--- src/rtl/agc_pkg.sv ---
// Shared definitions for the composite video gain controller.
// Assumes: two-bit policy field, encoding fixed by the configuration map.
package agc_pkg;

    typedef enum logic [1:0] {
        AGC_COMBINED = 2'b00,
        AGC_SYNC     = 2'b01,
        AGC_OVF      = 2'b10,
        AGC_FIXED    = 2'b11
    } agc_mode_e;

    // True when the sync-depth loop may move the gain in this policy.
    function automatic logic uses_sync_loop(input agc_mode_e m);
        return (m == AGC_COMBINED) || (m == AGC_SYNC);
    endfunction

    // True when overflow events may pull the gain down in this policy.
    function automatic logic uses_ovf_loop(input agc_mode_e m);
        return (m == AGC_COMBINED) || (m == AGC_OVF);
    endfunction

endpackage

--- src/rtl/agc_line_meter.sv ---
// Per-line sync-depth meter.
// Detects the line boundary (rising sync gate), tracks the sync tip minimum
// and the back-porch sum of the first 2**PORCH_LOG2 samples, and at the
// boundary compares the finished line's depth with the target.
// Assumes the sync pulse precedes the back porch within a line and that a
// sample inside both gates belongs to the sync pulse.
module agc_line_meter #(
    parameter int SW         = 9,
    parameter int PORCH_LOG2 = 3,
    parameter int DEAD_BAND  = 2
) (
    input  logic          clk,
    input  logic          rst_n,
    input  logic [SW-1:0] sample_i,
    input  logic          sync_gate_i,
    input  logic          porch_gate_i,
    input  logic [SW-1:0] target_i,
    output logic          line_start_o,
    output logic          raise_o,
    output logic          lower_o
);

    localparam int PORCH_N = 1 << PORCH_LOG2;
    localparam int CW      = PORCH_LOG2 + 1;
    localparam int ACC_W   = SW + PORCH_LOG2;
    localparam int DW      = ACC_W + 1;

    logic             sync_q;
    logic             have_tip;
    logic [SW-1:0]    tip_min;
    logic [ACC_W-1:0] porch_sum;
    logic [CW-1:0]    porch_cnt;

    logic             porch_full;
    logic [DW-1:0]    avg_w, tip_w, depth_w, tgt_w, band_w;
    logic             meas_ok;

    assign line_start_o = sync_gate_i & ~sync_q;
    assign porch_full   = (porch_cnt == CW'(PORCH_N));

    // Depth of the completed line and its comparison against the target band.
    always_comb begin
        avg_w   = DW'(porch_sum >> PORCH_LOG2);
        tip_w   = DW'(tip_min);
        depth_w = (avg_w > tip_w) ? (avg_w - tip_w) : '0;
        tgt_w   = DW'(target_i);
        band_w  = DW'(DEAD_BAND);
        meas_ok = line_start_o & have_tip & porch_full;
        raise_o = meas_ok && ((depth_w + band_w) < tgt_w);
        lower_o = meas_ok && (depth_w > (tgt_w + band_w));
    end

    // Delayed sync gate for boundary detection.
    always_ff @(posedge clk) begin
        if (!rst_n) sync_q <= 1'b0;
        else        sync_q <= sync_gate_i;
    end

    // Sync tip minimum tracker, restarted at every boundary.
    always_ff @(posedge clk) begin
        if (!rst_n) begin
            have_tip <= 1'b0;
            tip_min  <= '0;
        end else if (line_start_o) begin
            have_tip <= 1'b1;
            tip_min  <= sample_i;
        end else if (sync_gate_i && (sample_i < tip_min)) begin
            tip_min  <= sample_i;
        end
    end

    // Back-porch accumulator over the first PORCH_N qualifying samples.
    always_ff @(posedge clk) begin
        if (!rst_n || line_start_o) begin
            porch_sum <= '0;
            porch_cnt <= '0;
        end else if (porch_gate_i && !sync_gate_i && !porch_full) begin
            porch_sum <= porch_sum + ACC_W'(sample_i);
            porch_cnt <= porch_cnt + 1'b1;
        end
    end


    porch_cnt_chk: assert property (@(posedge clk) disable iff (!rst_n)
        porch_cnt <= CW'(PORCH_N));


    boundary_clears_porch_chk: assert property (@(posedge clk) disable iff (!rst_n)
        line_start_o |=> (porch_cnt == '0) || (porch_cnt == CW'(1)));

endmodule

--- src/rtl/agc_gain_core.sv ---
// Gain code register and regulation policy.
// Combines the per-line sync step, the reduce-only overflow override and the
// slow overflow-mode recovery, then saturates the result. The policy is
// latched at each line boundary and governs from the next cycle.
// Assumes line_start_i, raise_i and lower_i come from the line meter in the
// same cycle.
module agc_gain_core
    import agc_pkg::*;
#(
    parameter int GW          = 6,
    parameter int QUIET_LINES = 64
) (
    input  logic          clk,
    input  logic          rst_n,
    input  logic          line_start_i,
    input  logic          raise_i,
    input  logic          lower_i,
    input  logic          ovf_i,
    input  logic [1:0]    mode_i,
    input  logic [GW-1:0] fixed_gain_i,
    output logic [GW-1:0] gain_o
);

    localparam int            QW   = $clog2(QUIET_LINES);
    localparam int            EW   = GW + 2;
    localparam logic [EW-1:0] GMAX = EW'((1 << GW) - 1);

    agc_mode_e     act_mode;
    logic [GW-1:0] gain_r;
    logic          ovf_used;
    logic          line_ovf;
    logic [QW-1:0] quiet_cnt;

    logic          sync_up, sync_dn, ovf_dec, quiet_inc;
    logic [EW-1:0] inc_w, dec_w, plus_w, diff_w;
    logic [GW-1:0] gain_nxt;

    assign gain_o = gain_r;

    // Decide this cycle's adjustments from the active policy.
    always_comb begin
        sync_up   = uses_sync_loop(act_mode) & raise_i;
        sync_dn   = uses_sync_loop(act_mode) & lower_i;
        ovf_dec   = uses_ovf_loop(act_mode) & ovf_i & (line_start_i | ~ovf_used);
        quiet_inc = (act_mode == AGC_OVF) & line_start_i & ~line_ovf
                    & (quiet_cnt == QW'(QUIET_LINES - 1));
    end

    // Sum the adjustments and clamp into the code range.
    always_comb begin
        inc_w  = EW'(sync_up) + EW'(quiet_inc);
        dec_w  = EW'(sync_dn) + EW'(ovf_dec);
        plus_w = EW'(gain_r) + inc_w;
        diff_w = '0;
        if (plus_w >= dec_w) diff_w = plus_w - dec_w;
        if (diff_w > GMAX)   diff_w = GMAX;
        gain_nxt = diff_w[GW-1:0];
    end

    // Gain register: fixed in mode 11, regulated otherwise.
    always_ff @(posedge clk) begin
        if (!rst_n)                    gain_r <= fixed_gain_i;
        else if (act_mode == AGC_FIXED) gain_r <= fixed_gain_i;
        else                           gain_r <= gain_nxt;
    end

    // Policy latch, updated only at line boundaries.
    always_ff @(posedge clk) begin
        if (!rst_n)            act_mode <= agc_mode_e'(mode_i);
        else if (line_start_i) act_mode <= agc_mode_e'(mode_i);
    end

    // Per-line overflow history: accepted decrement and any raw overflow.
    always_ff @(posedge clk) begin
        if (!rst_n) begin
            ovf_used <= 1'b0;
            line_ovf <= 1'b0;
        end else if (line_start_i) begin
            ovf_used <= ovf_dec;
            line_ovf <= ovf_i;
        end else begin
            ovf_used <= ovf_used | ovf_dec;
            line_ovf <= line_ovf | ovf_i;
        end
    end

    // Count consecutive clean lines for overflow-mode recovery.
    always_ff @(posedge clk) begin
        if (!rst_n || act_mode != AGC_OVF) quiet_cnt <= '0;
        else if (line_start_i) begin
            if (line_ovf || quiet_inc) quiet_cnt <= '0;
            else                       quiet_cnt <= quiet_cnt + 1'b1;
        end
    end


    sync_mode_ovf_ignored_chk: assert property (@(posedge clk) disable iff (!rst_n)
        (act_mode == AGC_SYNC && !line_start_i) |=> $stable(gain_r));


    one_ovf_per_line_chk: assert property (@(posedge clk) disable iff (!rst_n)
        (act_mode == AGC_OVF && ovf_used && !line_start_i) |=> $stable(gain_r));


    fixed_follow_chk: assert property (@(posedge clk) disable iff (!rst_n)
        (act_mode == AGC_FIXED) |=> (gain_r == $past(fixed_gain_i)));


    mode_at_boundary_chk: assert property (@(posedge clk) disable iff (!rst_n)
        !line_start_i |=> $stable(act_mode));


    bounded_step_chk: assert property (@(posedge clk) disable iff (!rst_n)
        (act_mode != AGC_FIXED) |=>
        (((gain_r >= $past(gain_r)) ? (gain_r - $past(gain_r))
                                    : ($past(gain_r) - gain_r)) <= GW'(2)));

endmodule

--- src/rtl/cvbs_agc_ctrl.sv ---
// Composite video automatic gain controller, top level.
// Wires the per-line sync-depth meter to the gain policy core. Everything
// runs on the ADC sample clock; reset is synchronous and active low.
module cvbs_agc_ctrl #(
    parameter int SW          = 9,
    parameter int GW          = 6,
    parameter int PORCH_LOG2  = 3,
    parameter int DEAD_BAND   = 2,
    parameter int QUIET_LINES = 64
) (
    input  logic          clk,
    input  logic          rst_n,
    input  logic [SW-1:0] sample_i,
    input  logic          sync_gate_i,
    input  logic          porch_gate_i,
    input  logic          ovf_i,
    input  logic [1:0]    mode_i,
    input  logic [GW-1:0] fixed_gain_i,
    input  logic [SW-1:0] target_i,
    output logic [GW-1:0] gain_o
);

    logic line_start, raise, lower;

    agc_line_meter #(
        .SW(SW), .PORCH_LOG2(PORCH_LOG2), .DEAD_BAND(DEAD_BAND)
    ) u_meter (
        .clk(clk), .rst_n(rst_n), .sample_i(sample_i),
        .sync_gate_i(sync_gate_i), .porch_gate_i(porch_gate_i),
        .target_i(target_i), .line_start_o(line_start),
        .raise_o(raise), .lower_o(lower)
    );

    agc_gain_core #(
        .GW(GW), .QUIET_LINES(QUIET_LINES)
    ) u_core (
        .clk(clk), .rst_n(rst_n), .line_start_i(line_start),
        .raise_i(raise), .lower_i(lower), .ovf_i(ovf_i),
        .mode_i(mode_i), .fixed_gain_i(fixed_gain_i), .gain_o(gain_o)
    );


    gain_quiet_chk: assert property (@(posedge clk) disable iff (!rst_n)
        (!line_start && !ovf_i && u_core.act_mode != agc_pkg::AGC_FIXED)
        |=> $stable(gain_o));

endmodule

--- config.mk ---
export PLATFORM = sky130hd
export DESIGN_NAME = cvbs_agc_ctrl
export DESIGN_NICKNAME = d
export VERILOG_FILES = /design/src/rtl/agc_pkg.sv /design/src/rtl/agc_line_meter.sv /design/src/rtl/agc_gain_core.sv /design/src/rtl/cvbs_agc_ctrl.sv
export SDC_FILE = /design/constraint.sdc
export NUM_CORES = 1
export LEC_CHECK = 0
export ABC_AREA = 0
export CAP_MARGIN = 20
export CORE_MARGIN = 1
export CORE_UTILIZATION = 58
export DETAILED_ROUTE_END_ITERATION = 16
export PLACE_DENSITY = 0.81
export SYNTH_ARGS = -nofsm -noshare
export SYNTH_HDL_FRONTEND = slang
export SYNTH_SLANG_ARGS = --single-unit
--- constraint.sdc ---
create_clock -name clk -period 7.6 [get_ports clk]
set_input_delay 1.14 -clock clk [delete_from_list [all_inputs] [get_ports clk]]
set_output_delay 1.14 -clock clk [all_outputs]
set_load 0.1 [all_outputs]
**Word level (Yosys, flattened, before mapping)**

Cells that the tools add are included.

- Mux-type cells: 12
- Order comparisons: 6
- Equality and inequality tests: 7
- $add $sub $neg: 10
- Bitwise logic cells: 16
- Reductions and logical operators: 15

Operators by type and width:

| cell | count |
|---|---|
| 6-bit two-way mux | 4 |
| 9-bit two-way mux | 2 |
| 13-bit by 2-bit adder with 13-bit output, second input constant | 1 |
| 13-bit greater-than comparator | 1 |
| 13-bit by 9-bit < comparator with 1-bit output | 1 |
| 13-bit two-way mux | 1 |
| 12-bit by 9-bit adder with 12-bit output | 1 |
| 9-bit by 2-bit adder with 10-bit output, second input constant | 1 |
| 1-bit AND | 10 |
| 9-bit by 9-bit subtractor with 10-bit output | 1 |
| 9-bit greater-than comparator | 1 |
| 9-bit < comparator | 1 |
| 6-bit by 8-bit adder with 8-bit output | 1 |
| 8-bit >= comparator | 1 |
| 8-bit by 6-bit greater-than comparator with 1-bit output, second input constant | 1 |
| 8-bit two-way mux | 1 |
| 8-bit subtractor | 1 |
| 6-bit by 1-bit adder with 6-bit output, second input constant | 1 |
| 6-bit == test, second input constant | 1 |
| 1-bit logical AND | 5 |
| 1-bit logical OR | 5 |
| 1-bit by 1-bit adder with 2-bit output | 2 |
| 4-bit by 1-bit adder with 4-bit output, second input constant | 1 |
| 2-bit == test, second input constant | 2 |
| 11 further kinds | 19 |

- Register bits after elaboration: 43
- Logic and storage cells: 76
- Output and inout bits: 6
- Bits of input ports: 31

**Logic depth before layout (Yosys ltp)**

Gate-level depths: netlist of run 1.

- Depth after elaboration: 14
- Depth in mapped cells: 33
- Gate-level depth less buffers: 32

**By module**

From an unflattened synthesis of run 1, not the netlist that was laid out.

- Cell total of the unflattened synthesis: 470
- Area total of the unflattened synthesis: 3854.9 um^2

By module, submodules not included:

| module | cells each | area an instance (um^2) | instances |
|---|---|---|---|
| agc_line_meter | 352 | 2771.4 | 1 |
| agc_gain_core | 118 | 1083.5 | 1 |

**Worst setup path before layout of run 1**

OpenSTA, ideal clock, no wires.

- Path type: reg2reg
- Start: reg u_meter.porch_sum[3]
- End: reg u_core.gain_r[3] (netlist: u_core.gain_o[3])
- Buffers on the path: 1
- Data arrival time: 5467 ps
- Data required time: 7483 ps
- Cell stages (with the launch flop): 33
- Library setup time: 117 ps
- Slack: 2016 ps
- Path through: dfxtp_1 inv_1 ha_1 inv_1 fa_1 a211oi_2 nor2_2 o211ai_1 a22o_1 buf_4 or2_2 inv_1 ha_1 nand3_1 xnor2_1 nor2_1 ha_1 o21ai_0 a21oi_1 o21a_1 o211ai_1 o311a_1 ha_1 ha_1 inv_1 fa_1 inv_1 ha_1 a211oi_1 xor2_1 xnor2_1 nor2_1 o22a_1

- Cells in the longest elaborated chain, start to end: 14
- Elaborated cells on any way between the ends: 20

RTL lines:

| item | RTL line | source |
|---|---|---|
| from (decl) | agc_line_meter.sv:31 | `logic [ACC_W-1:0] porch_sum;` |
| from (signal assigned) | agc_line_meter.sv:78 | `porch_sum <= porch_sum + ACC_W'(sample_i);` |
| 9-bit by 9-bit subtractor with 10-bit output or 9-bit greater-than comparator (tied branches) | agc_line_meter.sv:45 | `depth_w = (avg_w > tip_w) ? (avg_w - tip_w) : '0;` |
| 13-bit two-way mux (*) | agc_line_meter.sv:45 |  |
| 13-bit by 2-bit adder with 13-bit output | agc_line_meter.sv:49 | `raise_o = meas_ok && ((depth_w + band_w) < tgt_w);` |
| 13-bit by 9-bit < comparator with 1-bit output | agc_line_meter.sv:49 |  |
| 1-bit logical AND | agc_line_meter.sv:49 |  |
| 1-bit AND | agc_gain_core.sv:42 | `sync_up = uses_sync_loop(act_mode) & raise_i;` |
| 1-bit by 1-bit adder with 2-bit output | agc_gain_core.sv:51 | `inc_w = EW'(sync_up) + EW'(quiet_inc);` |
| 6-bit by 8-bit adder with 8-bit output | agc_gain_core.sv:53 | `plus_w = EW'(gain_r) + inc_w;` |
| 8-bit subtractor or 8-bit >= comparator (tied branches) | agc_gain_core.sv:55 | `if (plus_w >= dec_w) diff_w = plus_w - dec_w;` |
| 8-bit two-way mux (*) | agc_gain_core.sv:55 |  |
| 8-bit by 6-bit greater-than comparator with 1-bit output | agc_gain_core.sv:56 | `if (diff_w > GMAX) diff_w = GMAX;` |
| 6-bit two-way mux (*) | agc_gain_core.sv:56 |  |
| 6-bit two-way mux (*) | agc_gain_core.sv:63 | `else if (act_mode == AGC_FIXED) gain_r <= fixed_gain_i;` |
| 6-bit two-way mux (*) | agc_gain_core.sv:62 | `if (!rst_n) gain_r <= fixed_gain_i;` |
| to (signal assigned) | agc_gain_core.sv:62 |  |
| to (signal assigned) | agc_gain_core.sv:63 |  |
| to (signal assigned) | agc_gain_core.sv:64 | `else gain_r <= gain_nxt;` |
| to (decl) | agc_gain_core.sv:29 | `logic [GW-1:0] gain_r;` |

Every way passes the cells marked *; elsewhere a longest branch is shown, timed or not.
A chain may end at the register's enable or synchronous reset.

**Worst setup path after layout of run 1**

Ends and elaborated chain as after synthesis.

==> results.md, run 1 <==
Run status:
- The flow ran to the end, but the final reports show violations.
- The checks that failed: DRC.

STA:
- The worst slew margin relative to its limit is 35.11%.
- The highest clock rate is 159.1 MHz.
- Setup repair after global routing left no endpoint under its margin.
- For the pin with the worst max-slew slack, the measured transition is 0.9704 ns.
- The final setup violation count is 0.
- Across all setup checks in the final design, the least slack found is 1.313 ns.
- The final setup skew is 0.008459 ns.
- The max-slew violation count is 0.
- The final count of hold timing violations is 0.
- The worst path needs 6.287 ns of the cycle, external delays included.
- Of the available clock period, the critical path in the final layout requires 82.73%.
- Hold timing on the final database bottoms out at a slack of 0.4631 ns.
- Summed over all failing endpoints, the final setup total negative slack is 0 ns.

Worst setup path:
- For the worst flop-to-flop path, the logic depth is 32.
- The slack of the worst reg-to-reg path is 1.31 ns.
- Of all nets on the critical path, the largest fanout is 12.
- The largest single stage delay on the critical path is 0.52 ns.
- The required time reported for the critical path endpoint is 7.85 ns.
- The arrival time at the worst endpoint is 6.53 ns.
- The endpoint kind of the worst setup timing path is a flop.
- The critical path contains buffers and inverters numbering 5 combined.
- The startpoint-to-endpoint class of the critical path is reg2reg.
- The startpoint class of the critical path is a flop.
- The cell repeated most along the worst path is sky130_fd_sc_hd__ha_1.
- The worst register-to-register path ends at u_core.gain_o[3].
- The startpoint identified for the worst register-to-register timing path is u_meter.porch_sum[3].
- The cell with the biggest individual delay on the critical path is sky130_fd_sc_hd__a211oi_1.
- The cell class contributing the biggest share of worst-path delay is compound AO/OA/AOI/OAI gates.

CTS:
- The clock tree from TritonCTS is built.
- The clock reaches the later pin of the worst-skew pair after 0.31 ns.
- The number of hold-repair buffers added at the cts stage is 0.
- The clock sink count is 43.
- The cell at the root of the clock tree is sky130_fd_sc_hd__clkbuf_8.
- The clock transition time at the flip-flop clock pins of the worst setup and hold paths is 0.09 ns.
- Counting the buffers created by CTS gives 5.
- The number of levels in the clock H-tree is 2.
- The maximum clock path buffer count is 2.
- After clock tree synthesis, the repair step resized 0 gates.
- The total setup buffers inserted after CTS is 0.

Cells and area:
- The final layout contains 590 nets.
- After filler insertion, the fill cell instance count of the layout stands at 544.
- 0 antenna diodes ended up in the layout.
- The area added between synthesis and finish is 13.10%.
- The finished cells cover 4267 sq um.
- The share of cells above drive strength 1 is 3.792%.

Worst hold path:
- The worst hold path passes through 2 cells.
- The startpoint identified for the worst hold timing path is u_meter.porch_sum[0].
- The tightest min-delay check is of the reg2reg type.
- The destination of the worst hold path is u_meter.porch_sum[0].

Die:
- The initial core utilization is 59.75%.
- 37 I/O pins were placed.
- The height of the die is 82.65 um.
- The floorplan has 29 rows.
- The width of the die is 82.65 um.
- The floorplan step defined a die boundary enclosing 6830 sq um.
- The area of the core is 6314 sq um.

Synthesis:
- The synthesized net count is 558.
- The cell with the most instances after synthesis is sky130_fd_sc_hd__ha_1.
- Sorting the synthesized cells by how often they occur yields sky130_fd_sc_hd__ha_1 (55), sky130_fd_sc_hd__nand2_1 (47), sky130_fd_sc_hd__dfxtp_1 (41), sky130_fd_sc_hd__inv_1 (41), sky130_fd_sc_hd__nor2_1 (34).
- The most used flip-flop cell after synthesis is sky130_fd_sc_hd__dfxtp_1.
- The summed instance area of the synthesized netlist is 3772 sq um.
- Synthesis produced a netlist whose cell count is 468.
- Dividing the synthesized area by the synthesized cell count gives 8.061 sq um.
- The biggest area contributor in the post-synthesis netlist is sky130_fd_sc_hd__dfxtp_1.
- The yosys synthesis warning count is 0.
- The share of the Yosys chip area taken by registers is 23.35%.
- In this run the biggest area consumer among cell types represents 21.76% of the synthesized area.
- Yosys attributes the largest share of cell area to sky130_fd_sc_hd__dfxtp_1 (22%), sky130_fd_sc_hd__ha_1 (18%), sky130_fd_sc_hd__xnor2_1 (5.6%), sky130_fd_sc_hd__nand2_1 (4.7%), sky130_fd_sc_hd__inv_1 (4.1%).
- The number of storage elements in the synthesis netlist is 43.
- The number of enable-type register cells in the synthesized netlist is 2.
- The share of flip-flops with an asynchronous set or reset is 0%.
- The number of different library cells used by synthesis comes to 61.

Power:
- The power after layout is 0.0006628 W.
- Dividing total power by cell area gives a power density of 155.3 nW/um^2.
- The worst vdd rail ir drop is 142.0 uV.
- Summed over all cells, the static leakage comes to 1.788 nW.

Routing:
- In the routed design, unresolved DRC markers number 2.
- The first-pass detailed-route iteration total is 10.
- Dividing the detail-routed via count by the number of cells gives 5.753.
- Dividing the detail-routed wire length by the instance count gives 13.94 um.
- The via count is 3325.
- The post-detailed-route count of antenna-violating nets is 0.
- The final layout contains routed wiring with a total length of 8055 um.
- The violation count after the first detailed-route iteration is 108.

Global route:
- Entering global routing, the biggest net connects 18 pins.
- The initial antenna violation count is 0.
- The number of global-route vias before repair came to 3123.
- The global-route usage over all layers is 25.79%.
- After global routing the overflow that remains totals 0.
- The first global-routing pass estimated 13570 um of wire.

Placement:
- The total placed instance area is 4182 sq um.
- Detailed placement ended at an HPWL of 6590 um.
- Timing analysis after detailed placement gives a worst setup slack of 1.358 ns.
- The number of I/O port buffers is 36.
- At the end of routability-driven placement, the weighted congestion stood at 0.8656.

Job:
- The number of violations of the max-capacitance limit is 0.
-- layout by cell type, fill, tap and decap left out, types with 5 or more instances in the layout --
| cell type | instances |
|---|---|
| sky130_fd_sc_hd__xnor2_1 | 24 |
| sky130_fd_sc_hd__nand3_1 | 26 |
| sky130_fd_sc_hd__nor3_1 | 8 |
| sky130_fd_sc_hd__clkdlybuf4s50_1 | 36 |
| sky130_fd_sc_hd__o211ai_1 | 8 |
| sky130_fd_sc_hd__a21o_1 | 10 |
| sky130_fd_sc_hd__a21oi_1 | 29 |
| sky130_fd_sc_hd__nor2b_1 | 10 |
| sky130_fd_sc_hd__nand2_1 | 47 |
| sky130_fd_sc_hd__clkbuf_8 | 5 |
| sky130_fd_sc_hd__nand4_1 | 7 |
| sky130_fd_sc_hd__xor2_1 | 10 |
| sky130_fd_sc_hd__inv_1 | 41 |
| sky130_fd_sc_hd__o21ai_0 | 18 |
| sky130_fd_sc_hd__nand2b_1 | 6 |
| sky130_fd_sc_hd__ha_1 | 55 |
| sky130_fd_sc_hd__o22a_1 | 6 |
| sky130_fd_sc_hd__nor2_1 | 34 |
| sky130_fd_sc_hd__dfxtp_1 | 41 |
| sky130_fd_sc_hd__o21a_1 | 6 |
| sky130_fd_sc_hd__a21boi_0 | 11 |
-- flip-flops by register name, indices dropped and copies added, names as in the netlist --
signal and count:
u_core.act_mode 2, u_meter.have_tip 1, u_meter.sync_q 1, u_meter.tip_min 9, u_meter.porch_sum 12, u_core.gain_o 6, u_core.ovf_used 1, u_meter.porch_cnt 4
u_core.line_ovf 1, u_core.quiet_cnt 6
-- worst min-delay path: stages, from the launching register on --
cell	delay, ns
sky130_fd_sc_hd__dfxtp_1	0.32
sky130_fd_sc_hd__nand2_1	0.05
sky130_fd_sc_hd__a21oi_1	0.05
-- power by group --
part / switching, W / total, W / internal, W / leakage [nW]
Clock: 0.0000818 / 0.000146 / 0.0000643 / 0.0412
Combinational: 0.000153 / 0.000264 / 0.000110 / 1.39
Sequential: 0.0000133 / 0.000253 / 0.000240 / 0.356
Total: 0.000249 / 0.000663 / 0.000414 / 1.79
-- worst max path at each step --
stage | startpoint | to | slack, ns | cells after the start
floorplan | u_meter.porch_sum[3] | u_core.gain_o[3] | 2.02 | 32
global placement | u_meter.porch_sum[3] | u_core.gain_o[5] | 1.62 | 30
detailed placement | u_meter.porch_sum[3] | u_core.gain_o[3] | 1.36 | 32
CTS | u_meter.porch_sum[3] | u_core.gain_o[3] | 1.35 | 32
global route | u_meter.porch_sum[3] | u_core.gain_o[5] | 0.70 | 32
finish | u_meter.porch_sum[3] | u_core.gain_o[3] | 1.31 | 32
-- cell type report --
| class | count | area (sq um) | area share [%] |
|---|---|---|---|
| Timing Repair Buffer | 36 | 360.3 | 8.446 |
| Multi-Input combinational cell | 373 | 2690 | 63.05 |
| Inverter | 41 | 153.9 | 3.607 |
| Sequential cell | 43 | 880.8 | 20.65 |
| Tap cell | 77 | 96.34 | 2.258 |
| Clock buffer | 6 | 72.57 | 1.701 |
| Clock inverter | 2 | 12.51 | 0.2933 |
-- metrics by stage --
stage | util, % | instances
2_1_floorplan | - | 468
3_3_place_gp | 66.23 | 570
3_5_place_dp | 66.23 | 570
4_1_cts | 67.58 | 578
5_1_grt | 67.58 | 578
6_report | 67.58 | 578
-- cells by family after synthesis --
| kind of cell | synth area share, % |
|---|---|
| and+or+nand+nor | 21.92 |
| AOI/OAI and AO/OA | 20.86 |
| adders and majority gates | 20.36 |
| buffers and inverters | 5.340 |
| DFF | 23.35 |
| xor gates and xnor gates | 7.894 |
| muxes | 0.2654 |
-- metal layers --
layer / wire length (um) / vias up / global-route usage [%] / part of all wire (%)
met5: 0 / - / 0 / 0
met4: 121 / 0 / 7.586 / 1.5
met3: 347 / 10 / 3.516 / 4.3
met2: 3923 / 65 / 45.25 / 49
met1: 3664 / 1537 / 32.60 / 45
li1: - / 1713 / - / -
Note: power is estimated with default switching activity, not from simulation.
==> run 2, diff against run 1 <==
CORE_UTILIZATION = 53   (was 58)
PLACE_DENSITY = 0.78   (was 0.81)
clock period = 5.7 ns   (was 7.6 ns; I/O delays follow)
==> run 2 against run 1 <==
Effect of this change: the run now ends clean; first-iteration DRC count up 48%; maximum frequency increased by 13%; cell area grew 5.3%; sequential cell count unchanged; wire length rose by 3.9%; non-clock buffer count up 11; critical path depth is 2 lower; global-route usage is 2.3 points lower; sequential share of layout area is 0.98 points lower; critical endpoint is now u_core.gain_o[4].
==> results.md, run 2 (synthesis gave the netlist of run 1 again) <==
Worst hold path:
- The count of cells along the worst hold path was 2 (unchanged).
- The destination of the worst hold path is u_meter.porch_sum[0].
- The type of the tightest min-delay check is reg2reg.
- The hold path startpoint is u_meter.porch_sum[0].

Placement:
- The post-detailed-placement half-perimeter wirelength is 6478 um (-1.7%).
- The number of I/O port buffers is 36 (unchanged).
- The placer's final routability congestion estimate is 0.8885 (+2.6%).
- The worst setup slack after placement was -0.04222 ns (-1.400 ns).

Cells and area:
- The number of inserted filler cells in the final layout is 588 (+8.1%).
- The register with the most flip-flops is u_meter.porch_sum.
- The post-route core utilization is 65.77% (-1.8 points).
- The share of cells above drive strength 1 was 10.55% (+6.8 points).
- The number of nets in the final layout is 601 (+1.9%).
- From synthesis to final layout, the design area changed by 19.10%.
- The antenna cell count is 0 (unchanged).
- The largest registers in the layout are u_meter.porch_sum (12), u_meter.tip_min (9).
- The most common cell after layout, fill and taps aside is sky130_fd_sc_hd__ha_1.
- The library cells used most frequently in the layout, excluding fill and tap cells, are sky130_fd_sc_hd__ha_1 (49), sky130_fd_sc_hd__nand2_1 (46), sky130_fd_sc_hd__dfxtp_1 (39).
- The flip-flop count of the largest register after layout is 12 (unchanged).

Global route:
- The routing usage on met1 is 30.41% (-2.2 points).
- The met2 usage in global routing is 40.04% (-5.2 points).
- The wire length of the first global-routing pass is 14130 um (+4.1%).
- The initial antenna violation count is 0 (unchanged).
- The global-route usage over all layers was 23.47% (-2.3 points).
- In this run the most used layer during global routing was met2.
- The number of global-route vias before repair is 3189 (+2.1%).
- The largest net degree at the start of global routing is 18 (unchanged).
- The met3 usage in global routing is 3.619% (+0.10 points).
- The global route total overflow is 0 (unchanged).

Routing:
- The average vias per placed instance is 5.602 (-2.6%).
- The total DRC errors in the routed layout is 0 (-2).
- The via count was 3406 (+2.4%).
- The sum of routed wire length over all layers is 8366 um (+3.9%).
- The first-pass detailed-route iteration total is 4 (-6).
- The post-detailed-route count of antenna-violating nets was 0 (unchanged).
- The violation count after the first detailed-route iteration is 160 (+48%).
- The routed length per instance is 13.76 um (-1.3%).

STA:
- The worst setup margin was 0.1585 ns (-1.154 ns).
- The highest clock rate was 180.5 MHz (+13%).
- The worst slew margin relative to its limit was 34.61% (-0.50 points).
- The max-slew violation count is 0 (unchanged).
- The final setup skew is 0.004308 ns (-0.004151 ns).
- The final setup violation count was 0 (unchanged).
- The post-route minimum period is 5.541 ns (-0.7459 ns).
- The transition time at the pin with the least slew margin is 0.9778 ns (+0.007468 ns).
- Setup repair after global routing could not meet its margin everywhere.
- The final count of hold timing violations is 0 (unchanged).
- The period utilization is 97.22% (+14 points).

Die:
- The height of the die is 86.37 um (+4.5%).
- The width of the die was 86.37 um (+4.5%).
- The area enclosed by the die boundary is 7459 sq um (+9.2%).
- The initial core utilization came to 55.22% (-4.5 points).
- The I/O pin count is 37 (unchanged).
- The number of core rows is 30 (+3.4%).
- The area of the core is 6832 sq um (+8.2%).

Worst setup path:
- The cell with the biggest individual delay on the critical path is sky130_fd_sc_hd__fa_2.
- The delay contributed by the slowest stage of the critical path is 0.53 ns (about the same).
- The worst register-to-register path begins at u_meter.porch_sum[3].
- The cell repeated most along the worst path is sky130_fd_sc_hd__inv_2.
- Among cell families on the critical path, the largest total delay comes from adder cells.
- The startpoint-to-endpoint class of the critical path is reg2reg.
- The required time reported for the critical path endpoint is 5.90 ns (-1.95 ns).
- The worst setup path is launched from a flop.
- The arrival time at the worst endpoint came to 5.74 ns (-0.79 ns).
- The cell count along the critical path is 30 (-6.3%).
- The worst setup path is captured at a flop.
- The maximum fanout along the worst path came to 4 (-8).
- The buffering stage count on the worst path with inverters included is 6 (+1).
- The endpoint identified for the worst register-to-register timing path is u_core.gain_o[4].
- The worst reg-to-reg path cell count was 30 (-6.3%).
- The slack of the worst reg-to-reg path is 0.16 ns (-1.15 ns).

Power:
- The power after layout is 0.0009148 W (+38%).
- The switching component of the power is 0.0003443 W (+38%).
- The worst vdd rail ir drop is 203.9 uV (+44%).
- The clock network power share is 21.2% (-0.8 points).
- The leakage power total is 1.850 nW (+3.5%).
- The portion of total power attributed to sequential cells is 37.0% (-1.2 points).
- The proportion of power drawn by combinational gates is 41.8% (+2.0 points).
- The power density over the cells is 203.6 nW/um^2 (+31%).
- The internal power summed over all cells is 0.0005705 W (+38%).
- The net switching share of the total power is 37.63% (+0.12 points).

CTS:
- The number of buffers created by CTS was 5 (unchanged).
- The maximum clock path buffer count is 2 (unchanged).
- The number of levels in the clock H-tree is 2 (unchanged).
- The clock transition time at the flip-flop clock pins of the worst setup and hold paths is 0.08 ns (about the same).
- The clock sink count is 43 (unchanged).
- TritonCTS built the clock tree.
- The source-to-sink clock delay at the later pin of the worst-skew pair came to 0.30 ns (about the same).
- The cell at the root of the clock tree is sky130_fd_sc_hd__clkbuf_8.

Job:
- The number of violations of the max-capacitance limit is 0 (unchanged).

Run status:
- The flow ran to the end, and the final reports show no timing, DRC or antenna violations.
-- run 2: how the worst max path moves through the flow --
stage	from	endpoint	slack (ns)
final	u_meter.porch_sum[3]	u_core.gain_o[4]	0.16
after CTS	u_meter.porch_sum[3]	u_core.gain_o[0]	0.0003
after floorplan	u_meter.porch_sum[3]	u_core.gain_o[3]	0.12
after global routing	u_meter.porch_sum[3]	u_core.gain_o[1]	-0.14
after detailed placement	u_meter.porch_sum[3]	u_core.gain_o[2]	-0.04
after global placement	u_meter.porch_sum[3]	u_core.gain_o[4]	0.14
-- run 2: tightest hold or removal path: stages (launching register included) --
cell and delay, ns:
sky130_fd_sc_hd__dfxtp_1 0.32, sky130_fd_sc_hd__nand2_1 0.05, sky130_fd_sc_hd__a21oi_1 0.05
-- run 2: routing by layer --
metal | vias to the layer above | wire length [um]
met4 | 0 | 142
li1 | 1732 | -
met5 | - | 0
met1 | 1598 | 3878
met2 | 62 | 4008
met3 | 14 | 335
-- run 2: through the flow --
stage / area [sq um] / cells / setup TNS [ns] / hold slack (ns)
after floorplan: 3772 / 468 / 0 / 0.4327
after global placement: 4228 / 592 / 0 / 0.4378
after detailed placement: 4228 / 592 / -0.1254 / 0.4505
after CTS: 4323 / 600 / 0 / 0.4658
after global routing: 4493 / 608 / -0.6967 / 0.4903
final: 4493 / 608 / 0 / 0.4624
-- run 2: power groups by stage --
stage | logic [W] | registers (W) | clock network, W
final | 0.000383 | 0.000338 | 0.000194
after global routing | 0.000425 | 0.000341 | 0.000210
after global placement | 0.000345 | 0.000343 | 0
after floorplan | 0.000232 | 0.000375 | 0
after detailed placement | 0.000354 | 0.000344 | 0
after CTS | 0.000358 | 0.000337 | 0.000196
-- run 2: cell type report --
cell class	count	area (sq um)	area share, %
clock buffer	6	72.57	1.615
sequential	43	883.3	19.66
timing repair buffer	47	442.9	9.858
inverter	41	156.4	3.481
multi-input combinational	373	2805	62.43
clock inverter	2	12.51	0.2785
tap	96	120.1	2.673
-- run 2: timing repair --
| item | 4_1_cts | 5_1_grt |
|---|---|---|
| pin swaps | 2 | 25 |
| hold buffers | 0 | 0 |
| setup endpoints to repair | 6 | 6 |
| buffers inserted | 0 | 8 |
| resized for setup | 2 | 33 |
